## config.mk

```make
export PLATFORM = sky130hd
export DESIGN_NAME = colour_mux_seq
export DESIGN_NICKNAME = d
export VERILOG_FILES = /design/src/rtl/cmux_pkg.sv /design/src/rtl/cmux_rotor.sv /design/src/rtl/cmux_select.sv /design/src/rtl/cmux_tag_pipe.sv /design/src/rtl/colour_mux_seq.sv
export SDC_FILE = /design/constraint.sdc
export NUM_CORES = 1
export LEC_CHECK = 0
export BUFFER_PORTS_ARGS = -buffer_cell sky130_fd_sc_hd__buf_2
export CORE_AREA = 2 2 39 41
export DETAILED_ROUTE_END_ITERATION = 10
export DIE_AREA = 0 0 41 43
export GPL_TIMING_DRIVEN = 0
export PLACE_DENSITY = 0.72
export REMOVE_ABC_BUFFERS = 1
export SYNTH_ARGS = -nofsm -noshare
export SYNTH_HDL_FRONTEND = slang
export SYNTH_HIERARCHICAL = 1
export SYNTH_SLANG_ARGS = --single-unit
```

## constraint.sdc

```tcl
create_clock -name clk -period 2.4 [get_ports clk]
set_input_delay 0.6 -clock clk [delete_from_list [all_inputs] [get_ports clk]]
set_output_delay 0.6 -clock clk [all_outputs]
set_load 0.01 [all_outputs]
```

## src/rtl/cmux_pkg.sv

```systemverilog
package cmux_pkg;

    localparam int COLOUR_W = 2;

    typedef enum logic [COLOUR_W-1:0] {
        CLR_RED   = 2'b00,
        CLR_GREEN = 2'b01,
        CLR_BLUE  = 2'b10,
        CLR_RSVD  = 2'b11
    } colour_e;

    typedef enum logic [1:0] {
        SQ_LINE,
        SQ_RED,
        SQ_GREEN,
        SQ_BLUE
    } seq_state_e;

endpackage

```

## src/rtl/cmux_rotor.sv

```systemverilog
module cmux_rotor
    import cmux_pkg::*;
(
    input  logic                clk,
    input  logic                rst_n,
    input  logic                sol_n,
    output logic [COLOUR_W-1:0] rot_colour
);

    seq_state_e state_q;
    seq_state_e state_d;

    // Next-state: line start on low start-of-line, otherwise rotate.
    always_comb begin
        state_d = state_q;
        if (!sol_n) begin
            state_d = SQ_LINE;
        end else begin
            unique case (state_q)
                SQ_LINE:  state_d = SQ_RED;
                SQ_RED:   state_d = SQ_GREEN;
                SQ_GREEN: state_d = SQ_BLUE;
                SQ_BLUE:  state_d = SQ_RED;
            endcase
        end
    end

    always_ff @(posedge clk or negedge rst_n) begin
        if (!rst_n) begin
            state_q <= SQ_LINE;
        end else begin
            state_q <= state_d;
        end
    end

    // Output decode: line start and red both select red.
    always_comb begin
        rot_colour = CLR_RED;
        unique case (state_q)
            SQ_LINE:  rot_colour = CLR_RED;
            SQ_RED:   rot_colour = CLR_RED;
            SQ_GREEN: rot_colour = CLR_GREEN;
            SQ_BLUE:  rot_colour = CLR_BLUE;
        endcase
    end

    a_r2_line_after_sol: assert property (
        @(posedge clk) disable iff (!rst_n)
        !sol_n |=> (state_q == SQ_LINE)
    ) else $error("a_r2_line_after_sol");

    a_r3_red_to_green: assert property (
        @(posedge clk) disable iff (!rst_n)
        (state_q == SQ_RED && sol_n) |=> (state_q == SQ_GREEN)
    ) else $error("a_r3_red_to_green");

    a_r3_line_keeps_red: assert property (
        @(posedge clk) disable iff (!rst_n)
        (state_q == SQ_LINE && sol_n) |=> (rot_colour == CLR_RED)
    ) else $error("a_r3_line_keeps_red");

endmodule

```

## src/rtl/cmux_select.sv

```systemverilog
module cmux_select
    import cmux_pkg::*;
(
    input  logic [COLOUR_W-1:0] rot_colour,
    input  logic                single_en,
    input  logic [COLOUR_W-1:0] single_colour,
    input  logic                ext_n,
    input  logic [COLOUR_W-1:0] ext_colour,
    output logic [COLOUR_W-1:0] sel,
    output logic                reserved_hit
);

    logic [COLOUR_W-1:0] raw;

    // Source priority: external override, then single mode, then rotation.
    always_comb begin
        if (!ext_n) begin
            raw = ext_colour;
        end else if (single_en) begin
            raw = single_colour;
        end else begin
            raw = rot_colour;
        end
    end

    always_comb begin
        reserved_hit = 1'b0;
        sel          = CLR_RED;
        unique case (raw)
            CLR_RED:   sel = CLR_RED;
            CLR_GREEN: sel = CLR_GREEN;
            CLR_BLUE:  sel = CLR_BLUE;
            CLR_RSVD: begin
                sel          = CLR_RED;
                reserved_hit = 1'b1;
            end
        endcase
    end

endmodule

```

## src/rtl/cmux_tag_pipe.sv

```systemverilog
module cmux_tag_pipe #(
    parameter int LATENCY = 4,
    parameter int WIDTH   = 2
) (
    input  logic             clk,
    input  logic             rst_n,
    input  logic [WIDTH-1:0] din,
    output logic [WIDTH-1:0] dout,
    output logic             dout_valid
);

    localparam int LAST = LATENCY - 1;

    logic [WIDTH-1:0] stg [LATENCY];
    logic [LATENCY-1:0] vld;

    always_ff @(posedge clk or negedge rst_n) begin
        if (!rst_n) begin
            stg[0] <= '0;
            vld[0] <= 1'b0;
        end else begin
            stg[0] <= din;
            vld[0] <= 1'b1;
        end
    end

    for (genvar i = 1; i < LATENCY; i++) begin : g_stage
        always_ff @(posedge clk or negedge rst_n) begin
            if (!rst_n) begin
                stg[i] <= '0;
                vld[i] <= 1'b0;
            end else begin
                stg[i] <= stg[i-1];
                vld[i] <= vld[i-1];
            end
        end

        a_r8_stage_shift: assert property (
            @(posedge clk) disable iff (!rst_n)
            1'b1 |=> (stg[i] == $past(stg[i-1]))
        ) else $error("a_r8_stage_shift");
    end

    assign dout       = stg[LAST];
    assign dout_valid = vld[LAST];

    a_r9_valid_stays: assert property (
        @(posedge clk) disable iff (!rst_n)
        dout_valid |=> dout_valid
    ) else $error("a_r9_valid_stays");

endmodule

```

## src/rtl/colour_mux_seq.sv

```systemverilog
module colour_mux_seq
    import cmux_pkg::*;
#(
    parameter int LATENCY = 4
) (
    input  logic                clk,
    input  logic                rst_n,
    input  logic                sol_n,
    input  logic                single_en,
    input  logic [COLOUR_W-1:0] single_colour,
    input  logic                ext_n,
    input  logic [COLOUR_W-1:0] ext_colour,
    output logic [COLOUR_W-1:0] sel,
    output logic [COLOUR_W-1:0] tag,
    output logic                tag_valid,
    output logic                reserved_err
);

    logic [COLOUR_W-1:0] rot_colour;
    logic                reserved_hit;
    logic                err_q;

    cmux_rotor u_rotor (
        .clk        (clk),
        .rst_n      (rst_n),
        .sol_n      (sol_n),
        .rot_colour (rot_colour)
    );

    cmux_select u_select (
        .rot_colour    (rot_colour),
        .single_en     (single_en),
        .single_colour (single_colour),
        .ext_n         (ext_n),
        .ext_colour    (ext_colour),
        .sel           (sel),
        .reserved_hit  (reserved_hit)
    );

    cmux_tag_pipe #(
        .LATENCY (LATENCY),
        .WIDTH   (COLOUR_W)
    ) u_pipe (
        .clk        (clk),
        .rst_n      (rst_n),
        .din        (sel),
        .dout       (tag),
        .dout_valid (tag_valid)
    );

    always_ff @(posedge clk or negedge rst_n) begin
        if (!rst_n) begin
            err_q <= 1'b0;
        end else if (reserved_hit) begin
            err_q <= 1'b1;
        end
    end

    assign reserved_err = err_q;

    a_r6_no_reserved_sel: assert property (
        @(posedge clk) disable iff (!rst_n)
        sel != CLR_RSVD
    ) else $error("a_r6_no_reserved_sel");

    a_r7_err_sticky: assert property (
        @(posedge clk) disable iff (!rst_n)
        reserved_err |=> reserved_err
    ) else $error("a_r7_err_sticky");

    a_r7_err_sets: assert property (
        @(posedge clk) disable iff (!rst_n)
        (!ext_n && ext_colour == CLR_RSVD) |=> reserved_err
    ) else $error("a_r7_err_sets");

endmodule

```

# After elaboration in Yosys (flattened, before gate mapping)
# Index checks and enable logic that the tools add are counted.
[classes]
n_eq_ne = 6
mux = 7
reduce_logical = 5
[ops]
columns = ["cell", "count"]
rows = [
  ["2-bit case mux with 3 select lines", 3],
  ["2-bit equality test (second input constant)", 4],
  ["2-bit two-way mux", 3],
  ["2-bit OR reduction", 3],
  ["2-bit by 1-bit equality test with 1-bit output (second input constant)", 2],
  ["2-bit zero test", 2],
  ["1-bit two-way mux", 1],
]
[totals]
ff_bits = 15
word_cells = 28

# Longest topological paths before layout
# Gate-level depths: netlist (run 1).
[depth]
word_depth = 8
depth_mapped = 6
ltp_nobuf = 6

# Modules after synthesis
# The synthesis (run 1) kept the hierarchy.
[modules_own_cells]
columns = ["mod", "n_inst", "cells_each", "area_each_um2"]
rows = [
  ["cmux_tag_pipe", 1, 15, 319.1],
  ["cmux_rotor", 1, 9, 122.6],
  ["cmux_select", 1, 7, 85.1],
  ["colour_mux_seq", 1, 2, 31.3],
]

# Worst setup path after synthesis (run 1)
# Ideal clock, no wire load.
[synth_timing]
path_type = "input-to-output"
startpoint = "in single_en"
endpoint = "out sel[0]"
t_arrival_ps = 1307
required_time_ps = 1800
slack_ps = 493
cell_stages = 3
cell_sequence = "mux2_4 > mux2i_4 > nor2b_1"
[synth_via]
elab_chain_cells = 5
elab_cells_between_ends = 8
classes_between = "eq/ne (3); mux (3); reduce/logical (2)"
[synth_rtl]
columns = ["item", "line", "rtl"]
rows = [
  ["from (decl)", "colour_mux_seq.sv:9", "input logic single_en,"],
  ["2-bit two-way mux *", "cmux_select.sv:19", "end else if (single_en) begin"],
  ["2-bit two-way mux *", "cmux_select.sv:17", "if (!ext_n) begin"],
  ["2-bit equality test or 2-bit zero test (tied branches)", "cmux_select.sv:29", "unique case (raw)"],
  ["2-bit OR reduction (no line)", "--", ""],
  ["2-bit case mux with 3 select lines *", "cmux_select.sv:29", ""],
  ["to (decl)", "colour_mux_seq.sv:13", "output logic [COLOUR_W-1:0] sel,"],
]
# Every way passes the cells marked *; elsewhere a longest branch is shown, timed or not.

# Worst setup path after layout (run 1)
[layout_timing]
startpoint = "reg u_rotor.state_q[0]"
endpoint = "out sel[0]"
[layout_via]
elab_chain_cells = 8
elab_cells_between_ends = 14
classes_between = "eq/ne (6); mux (4); reduce/logical (4)"
[layout_rtl]
columns = ["item", "line", "rtl"]
rows = [
  ["from (decl)", "cmux_rotor.sv:10", "seq_state_e state_q;"],
  ["from (signal assigned)", "cmux_rotor.sv:32", "state_q <= state_d;"],
  ["2-bit by 1-bit equality test with 1-bit output or 2-bit zero test (tied branches)", "cmux_rotor.sv:39", "unique case (state_q)"],
  ["2-bit OR reduction (no line)", "--", ""],
  ["2-bit case mux with 3 select lines *", "cmux_rotor.sv:39", ""],
  ["net rot_colour[1]", "colour_mux_seq.sv:19", "logic [COLOUR_W-1:0] rot_colour;"],
  ["2-bit two-way mux *", "cmux_select.sv:19", ""],
  ["2-bit two-way mux *", "cmux_select.sv:17", ""],
  ["2-bit equality test or 2-bit zero test (tied branches)", "cmux_select.sv:29", ""],
  ["2-bit OR reduction (no line)", "--", ""],
  ["2-bit case mux with 3 select lines *", "cmux_select.sv:29", ""],
]
# The timed path passes the listed nets; every way through them passes the cells marked *.

==> summary.txt, run 1 <==
Synthesized instance count = 33
IO Port Bufs = 14
Reg power frac = 0.588
Slowest stage cell, crit path = dfrtp_1
CORE AREA = 1384 µm²
# rows = 14
Hold Crit Class = primary input to async pin
Fin crit share = 0.9607
Synthesis warning total = 6
Post-layout min period = 2.306 ns
Unique masters post-synth = 13
Met1 Usage GRT = 0.1073
Tot Pwr = 0.4755 mW
Clk_lat worst skew = 0.27 ns
Yosys top cell by area = dfrtp_1
Critical setup path kind = flop to output pin
Total CTS buffers = 3
N_diodes = 0
Worst-path clk slew = 0.08 ns
Final Setup Violations = 0
Layer with the highest usage = met2
Antenna viol nets, final = 0
First-pass GRT wire length = 1062 µm
Clk buf depth = 2
Status = finished, final reports clean
Fillers = 135
Initial antenna violation count = 0
Clock sink count = 15
Max-slew violations = 0
Placer Congestion = 0.6298
Total gr overflow = 0
Global routing usage on met3 = 0.07853
Vias per inst = 4.292
Hold slack final = 0.2106 ns
Peak Freq = 0.4337 GHz
Vias = 279
Starting Density = 0.4033
CP max stage delay = 0.40 ns
Vias in the first global route = 255
Area Growth Syn to Fin = 20.63%
Dpl cell area = 633.1 µm²
Share of the synthesized area in the top cell type = 0.6726
Combinational Power Share = 0.137
Total GRT Usage = 0.09651
Peak supply drop = 0.4581 mV
Hold buffers post-CTS = 0
Root Driver = clkbuf_4
Clk pwr share = 0.276
Die Span Y = 43 µm
Clock skew = 0.002738 ns
Int Pwr = 0.3707 mW
Power density over the cells = 706.3 nW/µm²
Drc violations = 0
Switching power = 0.1048 mW
Largest net degree at the start of global routing = 16
Htree depth = 1
Worst-path maximum fanout = 3
Avg WL per Cell = 9.800 µm
Final Cell Area = 673.1 µm²
Post-DP HPWL = 521.3 µm
Crit. End Element = output pin
Mapped Avg Cell Area = 16.91 µm²
I/O Pins = 15
Final hold vios = 0
Req. time, crit path = 1.80 ns
Die width = 41 µm
Die area = 1763 µm²
Register area = 375.4 µm²
Net Sw Frac = 0.2204
Critical path arrival = 1.71 ns
#FFs+latches synth = 15
CTS tree = yes
GR Util met2 = 0.1313
Multi-input logic area = 173.9 µm²
Initial drt markers = 1
Startpoint Class = flop
NumNets Final = 62
Leakage = 0.3436 nW
Drt first pass iters = 2
Setup Fix Bufs, Post-CTS = 0
Worst Setup Slack, final = 0.09436 ns
Seq/Total Area, Yosys = 0.6726
Worst path cell trace = ha_1 -> mux2_4 -> mux2i_4 -> nor2b_1 -> buf_2
Area contributors post-synth = dfrtp_1 (67%), ha_1 (6.7%), mux2_4 (5.4%)
Share of cells above drive strength 1 = 0.4898
Setup WS pre-CTS = 0.2407 ns
Max_cap viols = 0
Synthesized area = 558.0 µm²
Routed Wire Length = 637 µm
[logic make-up (layout without fill, tap and decap cells)]
family / Yosys count / after routing / synth area share
adders and majority gates: 3 / 3 / 0.06727
muxes: 4 / 4 / 0.1188
and+or+nand+nor: 6 / 6 / 0.09419
other: 1 / 1 / 0.006720
buffers and inverters: 4 / 20 / 0.04036
DFF: 15 / 15 / 0.6726
[synthesized netlist by cell type, drive strengths merged]
library cell,n
buf,2
conb,1
dfrtp,15
ha,3
inv,2
mux2,2
mux2i,2
nor2,1
nor2b,4
or2,1
[registers in the layout (all words and copies together), names as in the netlist]
name / count
u_pipe/vld: 3
u_pipe/dout_valid: 1
u_pipe/dout: 2
u_pipe/stg: 6
reserved_err: 1
u_rotor/state_q: 2
[routing by layer]
metal	part of all wire	wire (µm)	vias up
li1	-	-	132
met5	0	0	-
met1	0.39	248	137
met2	0.52	333	10
met4	0	0	0
met3	0.085	54	0
[cell type report]
| cell class | instances | share of cell area |
|---|---|---|
| tap | 16 | 0.02974 |
| timing repair buffer | 14 | 0.1041 |
| clock buffer | 4 | 0.03903 |
| multi-input combinational | 14 | 0.2584 |
| sequential | 15 | 0.5576 |
| inverter | 2 | 0.01115 |
[power groups by stage]
stage | Combinational [mW] | Clock [mW] | Sequential [mW]
final | 0.0649 | 0.131 | 0.279
after global routing | 0.0724 | 0.153 | 0.282
after CTS | 0.0623 | 0.140 | 0.280
after detailed placement | 0.0616 | 0 | 0.285
after global placement | 0.0601 | 0 | 0.284
after floorplan | 0.0351 | 0 | 0.286
[path summary, 6_finish.rpt]
kind	slack, ns	start	to	depth (start not counted)
max	0.09	u_rotor/state_q[0]	sel[0]	5
min	0.21	rst_n	reserved_err	1
max reg2reg	0.96	u_rotor/state_q[0]	reserved_err	5
min reg2reg	0.35	u_pipe/vld[1]	u_pipe/vld[2]	0
max in group asynchronous	1.95	rst_n	u_pipe/vld[1]	1
min in group clk	0.35	u_pipe/vld[1]	u_pipe/vld[2]	0
[critical path: cells and delay by family (launching register included)]
kind / cells / cell delay (ns)
buffers and inverters: 1 / 0.15
adder cells (fa/ha/maj): 1 / 0.21
flip-flops: 1 / 0.40
AND/OR/NAND/NOR: 1 / 0.20
multiplexers: 2 / 0.47
[timing repair]
item                       in CTS  in global routing
resized for setup               0                  2
hold endpoints to repair        0                  0
setup endpoints to repair       0                  1
[placed cells by master, fill, tap and decap left out, drive strengths merged]
cell type	instances
nor2b	4
clkbuf	4
inv	2
mux2i	2
or2	1
buf	14
mux2	2
conb	1
nor2	1
dfrtp	15
ha	3
[metrics by stage]
step	utilization	setup TNS (ns)	std cells
global route	0.4864	-0.009560	65
floorplan	-	0	31
CTS	0.4765	0	65
finish	0.4864	0	65
detailed placement	0.4575	0	61
global placement	0.4575	0	61
No activity file was read; power rests on OpenSTA's default activity.
==> run 2: changes to the inputs <==
--- a/config.mk
+++ b/config.mk
@@ -5,12 +5,13 @@
 export SDC_FILE = /design/constraint.sdc
 export NUM_CORES = 1
 export LEC_CHECK = 0
+export ABC_AREA = 1
 export BUFFER_PORTS_ARGS = -buffer_cell sky130_fd_sc_hd__buf_2
 export CORE_AREA = 2 2 39 41
 export DETAILED_ROUTE_END_ITERATION = 10
 export DIE_AREA = 0 0 41 43
 export GPL_TIMING_DRIVEN = 0
-export PLACE_DENSITY = 0.72
+export PLACE_DENSITY = 0.74
 export REMOVE_ABC_BUFFERS = 1
 export SYNTH_ARGS = -nofsm -noshare
 export SYNTH_HDL_FRONTEND = slang
==> summary.txt, run 2 <==
Max-slew violations = 0 (unchanged)
Reg-to-reg slack, setup = 1.30 ns (was 0.96 ns)
Vias = 377 (was 279)
NumNets Final = 87 (was 62)
Final Cell Area = 683.2 µm² (was 673.1 µm²)
Fin util = 0.4937 (was 0.4864)
Final Setup Violations = 0 (unchanged)
Total CTS buffers = 3 (unchanged)
Setup Fix Bufs, Post-CTS = 0 (unchanged)
Power density over the cells = 680.5 nW/µm² (was 706.3 nW/µm²)
Number of synthesized flops with an enable pin = 0 (unchanged)
Top cells by count, synth = dfrtp_1 (15), nand2_1 (15), inv_1 (10), nor2_1 (5), nand3_1 (4) (was dfrtp_1 (15), ha_1 (3))
Largest Register = u_pipe/stg (unchanged)
Synthesis warning total = 6 (unchanged)
Crit. End Element = output pin (unchanged)
Synthesized area = 580.6 µm² (was 558.0 µm²)
# rows = 14 (unchanged)
Clock skew = 0.003273 ns (was 0.002738 ns)
Yosys top cell by area = dfrtp_1 (unchanged)
Critical setup path kind = flop to output pin (unchanged)
Drt first pass iters = 2 (unchanged)
Leakage = 0.3913 nW (was 0.3436 nW)
Worst-path maximum fanout = 3 (unchanged)
Clk buf depth = 2 (unchanged)
Mapped Avg Cell Area = 10.01 µm² (was 16.91 µm²)
Startpoint Class = flop (unchanged)
Area Growth Syn to Fin = 17.67% (was 20.63%)
Total gr overflow = 0 (unchanged)
Top FF cell, synth = dfrtp_1 (unchanged)
Hold buffers post-CTS = 0 (unchanged)
Peak Freq = 0.4970 GHz (was 0.4337 GHz)
CORE AREA = 1384 µm² (unchanged)
Drc violations = 0 (unchanged)
Fillers = 137 (was 135)
Area contributors post-synth = dfrtp_1 (65%), nand2_1 (9.7%), ha_1 (6.5%) (was dfrtp_1 (67%), ha_1 (6.7%), mux2_4 (5.4%))
CTS tree = yes (unchanged)
Routed Wire Length = 774 µm (was 637 µm)
Die Span Y = 43 µm (unchanged)
Layout Cells excl Fill = 90 (was 65)
Critical path arrival = 1.41 ns (was 1.71 ns)
Vias per inst = 4.189 (was 4.292)
Synthesized instance count = 58 (was 33)
I/O Pins = 15 (unchanged)
Combinational Power Share = 0.113 (was 0.137)
Die width = 41 µm (unchanged)
Post-CTS resize count = 0 (unchanged)
Initial antenna violation count = 0 (unchanged)
Worst-path clk slew = 0.08 ns (about the same)
Hold slack final = 0.2069 ns (was 0.2106 ns)
Avg WL per Cell = 8.600 µm (was 9.800 µm)
Vias in the first global route = 375 (was 255)
Share of flip-flops with an asynchronous set or reset = 1.000 (unchanged)
#FFs+latches synth = 15 (unchanged)
Final hold vios = 0 (unchanged)
Status = finished, final reports clean (unchanged)
Reg power frac = 0.603 (was 0.588)
Seq/Total Area, Yosys = 0.6466 (was 0.6726)
FF-to-FF path depth = 8 (was 5)
Clk_lat worst skew = 0.27 ns (about the same)
Critical path origin = u_rotor/state_q[0] (unchanged)
First-pass GRT wire length = 1504 µm (was 1062 µm)
Unique masters post-synth = 10 (was 13)
Die area = 1763 µm² (unchanged)
Int Pwr = 0.3556 mW (was 0.3707 mW)
Dpl cells = 86 (was 61)
Initial drt markers = 1 (unchanged)
Top flop regs = u_pipe/stg (6), u_pipe/vld (3) (unchanged)
Total GRT Usage = 0.1305 (was 0.09651)
Sum of negative setup slack = 0 ns (unchanged)
Post-layout min period = 2.012 ns (was 2.306 ns)
Htree depth = 1 (unchanged)
Starting Density = 0.4195 (was 0.4033)
Antenna viol nets, final = 0 (unchanged)
R2R Path End = reserved_err (unchanged)
Max reg flops = 6 (unchanged)
RSZ-0062 raised after global routing = false
Post-DP HPWL = 640 µm (was 521.3 µm)
Clock sink count = 15 (unchanged)
Worst reg2reg path startpoint = u_rotor/state_q[0] (unchanged)
N_diodes = 0 (unchanged)
Switching power = 0.1093 mW (was 0.1048 mW)
Dpl cell area = 655.6 µm² (was 633.1 µm²)
Fin crit share = 0.8383 (was 0.9607)
Peak supply drop = 0.2423 mV (was 0.4581 mV)
Commonest cells after routing, fill and taps aside = nand2_1 (15), dfrtp_1 (15), buf_2 (14), inv_1 (10), nor2_1 (5) (was dfrtp_1 (15), buf_2 (14), clkbuf_4 (3), nor2b_4 (3), ha_1 (3))
IO Port Bufs = 14 (unchanged)
Req. time, crit path = 1.80 ns (about the same)
Max_cap viols = 0 (unchanged)
Hold Crit Class = primary input to async pin (unchanged)
Largest net degree at the start of global routing = 16 (unchanged)
Placer Congestion = 0.6770 (was 0.6298)
Clk pwr share = 0.284 (was 0.276)
Share of the synthesized area in the top cell type = 0.6466 (was 0.6726)
Root Driver = clkbuf_4 (unchanged)
Share of cells above drive strength 1 = 0.2568 (was 0.4898)
Net Sw Frac = 0.2350 (was 0.2204)
-- run 2: logic make-up (layout without fill, tap and decap cells) --
| logic type | Yosys count | in the layout | synth area share |
|---|---|---|---|
| adders and majority gates | 3 | 3 | 0.06466 |
| buffers and inverters | 13 | 29 | 0.09698 |
| DFF | 15 | 15 | 0.6466 |
| other | 1 | 1 | 0.006459 |
| and+or+nand+nor | 26 | 26 | 0.1853 |
-- run 2: cell type report --
type / instances / area (µm²) / share of cell area
tap: 16 / 20.02 / 0.02930
inverter: 11 / 41.29 / 0.06044
clock buffer: 3 / 22.52 / 0.03297
multi-input combinational: 30 / 148.9 / 0.2179
clock inverter: 1 / 5.005 / 0.007326
sequential: 15 / 375.4 / 0.5495
timing repair buffer: 14 / 70.07 / 0.1026
-- run 2: worst max-delay path, stage by stage (launching register included) --
cell	delay, ns
dfrtp_1	0.39
inv_1	0.06
ha_1	0.21
inv_1	0.05
nand2_1	0.04
nand3_1	0.07
nand2_1	0.05
nor2_1	0.12
buf_2	0.15
-- run 2: worst max path at each step --
stage	slack, ns	end
5_1_grt	0.25	sel[1]
6_report	0.39	sel[1]
4_1_cts	0.36	sel[1]
2_1_floorplan	0.79	sel[0]
3_5_place_dp	0.53	sel[1]
3_3_place_gp	0.55	sel[1]
-- run 2: power groups by stage --
stage / sequential [mW] / combinational [mW] / clock (mW)
2_1_floorplan: 0.285 / 0.0268 / 0
3_3_place_gp: 0.284 / 0.0520 / 0
3_5_place_dp: 0.286 / 0.0538 / 0
4_1_cts: 0.281 / 0.0538 / 0.144
5_1_grt: 0.284 / 0.0629 / 0.159
6_report: 0.280 / 0.0523 / 0.132
-- run 2: metrics by stage --
step	worst slack, ns	power (mW)
floorplan	0.7942	0.3122
global placement	0.5466	0.3357
detailed placement	0.5285	0.3396
CTS	0.3563	0.4788
global route	0.2497	0.5057
finish	0.3881	0.4649
-- run 2: per-layer routing --
layer,track usage,wire [µm],up-vias
li1,-,-,199
met1,0.1563,346,165
met2,0.1906,381,13
met3,0.04712,46,0
met4,0.08000,0,0
met5,0,0,-
==> run 3: changes to the inputs <==
--- a/config.mk
+++ b/config.mk
@@ -7,11 +7,11 @@
 export LEC_CHECK = 0
 export ABC_AREA = 1
 export BUFFER_PORTS_ARGS = -buffer_cell sky130_fd_sc_hd__buf_2
-export CORE_AREA = 2 2 39 41
+export CORE_MARGIN = 2
+export CORE_UTILIZATION = 43
 export DETAILED_ROUTE_END_ITERATION = 10
-export DIE_AREA = 0 0 41 43
 export GPL_TIMING_DRIVEN = 0
-export PLACE_DENSITY = 0.74
+export PLACE_DENSITY = 0.76
 export REMOVE_ABC_BUFFERS = 1
 export SYNTH_ARGS = -nofsm -noshare
 export SYNTH_HDL_FRONTEND = slang
==> constraint.sdc (replaced) <==
create_clock -name clk -period 1.7 [get_ports clk]
set_input_delay 0.425 -clock clk [delete_from_list [all_inputs] [get_ports clk]]
set_output_delay 0.425 -clock clk [all_outputs]
set_load 0.01 [all_outputs]
==> summary.txt, run 3 (synthesized netlist as in run 2, its figures left out) <==
Status = finished, violations left (was finished, final reports clean)
Failing checks = setup timing
Root Driver = clkbuf_4 (unchanged)
Clk buf depth = 2 (unchanged)
Fin util = 0.5930 (was 0.4937)
Worst-path clk slew = 0.09 ns (was 0.08 ns)
Total gr overflow = 0 (unchanged)
N_diodes = 0 (unchanged)
Post-DP HPWL = 634.4 µm (was 640 µm)
Max reg flops = 6 (unchanged)
Critical path arrival = 1.36 ns (was 1.41 ns)
Max-slew violations = 0 (unchanged)
Peak supply drop = 0.4686 mV (was 0.2423 mV)
Die area = 1660 µm² (was 1763 µm²)
Clock skew = 0.0006244 ns (was 0.003273 ns)
Clk_lat worst skew = 0.27 ns (about the same)
Hold buffers post-CTS = 0 (unchanged)
Htree depth = 1 (unchanged)
Startpoint Class = flop (unchanged)
Dpl cells = 85 (was 86)
Largest net degree at the start of global routing = 16 (unchanged)
Total GRT Usage = 0.1402 (was 0.1305)
Total CTS buffers = 3 (unchanged)
Post-layout min period = 1.783 ns
NumNets Final = 95 (was 87)
CORE AREA = 1285 µm² (was 1384 µm²)
Starting Density = 0.4518 (was 0.4195)
Commonest cells after routing, fill and taps aside = dfrtp_1 (15), buf_2 (14), nand2_1 (13), inv_1 (9), buf_4 (8) (was nand2_1 (15), dfrtp_1 (15), buf_2 (14), inv_1 (10), nor2_1 (5))
Placer Congestion = 0.6680 (was 0.6770)
Fillers = 116 (was 137)
Antenna viol nets, final = 0 (unchanged)
I/O Pins = 15 (unchanged)
FF-to-FF path depth = 11 (was 8)
Vias = 424 (was 377)
Fin crit share = 1.049
Worst Setup Slack, final = -0.08261 ns (was 0.3881 ns)
Final hold vios = 0 (unchanged)
Leakage = 0.4299 nW (was 0.3913 nW)
Drt first pass iters = 2 (unchanged)
Hold Crit Class = primary input to async pin (unchanged)
Vias in the first global route = 379 (was 375)
Layout Cells excl Fill = 97 (was 90)
Final Setup Violations = 2 (was 0)
# rows = 13 (was 14)
Req. time, crit path = 1.27 ns (was 1.80 ns)
Clock sink count = 15 (unchanged)
Vias per inst = 4.371 (was 4.189)
Most common cell after layout, fill and taps aside = dfrtp_1
Area Growth Syn to Fin = 31.25% (was 17.67%)
Initial drt markers = 2 (was 1)
Max_cap viols = 0 (unchanged)
Drc violations = 0 (unchanged)
Initial antenna violation count = 0 (unchanged)
Avg WL per Cell = 9.588 µm (was 8.600 µm)
Largest Register = u_pipe/stg (unchanged)
Crit. End Element = output pin (unchanged)
CTS tree = yes (unchanged)
Critical setup path kind = flop to output pin (unchanged)
Share of cells above drive strength 1 = 0.4268 (was 0.2568)
Routed Wire Length = 930 µm (was 774 µm)
Worst-path maximum fanout = 3 (unchanged)
Power density over the cells = 919.5 nW/µm² (was 680.5 nW/µm²)
RSZ-0062 raised after global routing = true (was false)
Peak Freq = 0.5610 GHz
First-pass GRT wire length = 1428 µm (was 1504 µm)
Top flop regs = u_pipe/stg (6), u_pipe/vld (3) (unchanged)
Die width = 40.75 µm (was 41 µm)
Die Span Y = 40.75 µm (was 43 µm)
IO Port Bufs = 14 (unchanged)
-- run 3: cell types whose count changed in the layout (fill, tap and decap cells not counted), sizes merged --
cell  before  now
buf       14   22
-- run 3: layout make-up --
type	count	area (µm²)	share of cell area
clock buffer	3	22.52	0.02956
clock inverter	1	5.005	0.006568
inverter	11	41.29	0.05419
multi-input combinational	30	168.9	0.2217
sequential	15	375.4	0.4926
tap	15	18.77	0.02463
timing repair buffer	22	130.1	0.1708
-- run 3: per-layer routing --
metal,GRT usage,share of wire
met4,0.1000,0.020
met1,0.1379,0.40
met3,0.04891,0.059
met2,0.2421,0.52
met5,0,0
-- run 3: critical path, stage by stage, from the launching register on --
cell and delay (ns):
dfrtp_1 0.41, ha_2 0.21, inv_2 0.05, nand2_1 0.05, nand3_1 0.06, nand2_1 0.06, nor2_2 0.12, buf_2 0.14
-- run 3: final timing paths --
path / start / endpoint / slack [ns]
setup / recovery: u_rotor/state_q[1] / sel[0] / -0.08
hold / removal: rst_n / u_pipe/dout[0] / 0.03
setup reg to reg: u_rotor/state_q[0] / u_pipe/stg[7] / 0.20
hold reg to reg: u_pipe/stg[3] / u_pipe/dout[1] / 0.36
max in group asynchronous: rst_n / u_pipe/vld[1] / 1.43
min in group clk: u_pipe/stg[3] / u_pipe/dout[1] / 0.36
-- run 3: power by group --
part / switching, mW / internal [mW] / total, mW / leakage, nW
registers: 0.0107 / 0.385 / 0.395 / 0.182
logic: 0.0549 / 0.0544 / 0.109 / 0.230
clock network: 0.109 / 0.0870 / 0.196 / 0.0177
-- run 3: through the flow --
| step | power, mW | setup TNS [ns] | hold WS (ns) | cell area [µm²] | setup slack [ns] |
|---|---|---|---|---|---|
| 2_1_floorplan | 0.4407 | 0 | 0.1294 | 565.5 | 0.3252 |
| 3_3_place_gp | 0.4735 | 0 | 0.3322 | 654.4 | 0.2009 |
| 3_5_place_dp | 0.4786 | 0 | 0.3356 | 654.4 | 0.1712 |
| 4_1_cts | 0.6966 | -0.2185 | 0.03521 | 739.5 | -0.1130 |
| 5_1_grt | 0.7481 | -0.3333 | 0.03707 | 762.0 | -0.1716 |
| 6_report | 0.7006 | -0.1517 | 0.03002 | 762.0 | -0.08261 |
-- run 3: repair_timing --
| item | CTS | global route |
|---|---|---|
| setup buffers | 7 | 1 |
| resized for setup | 3 | 5 |
| pin swaps | 3 | 2 |
| setup endpoints to repair | 2 | 2 |
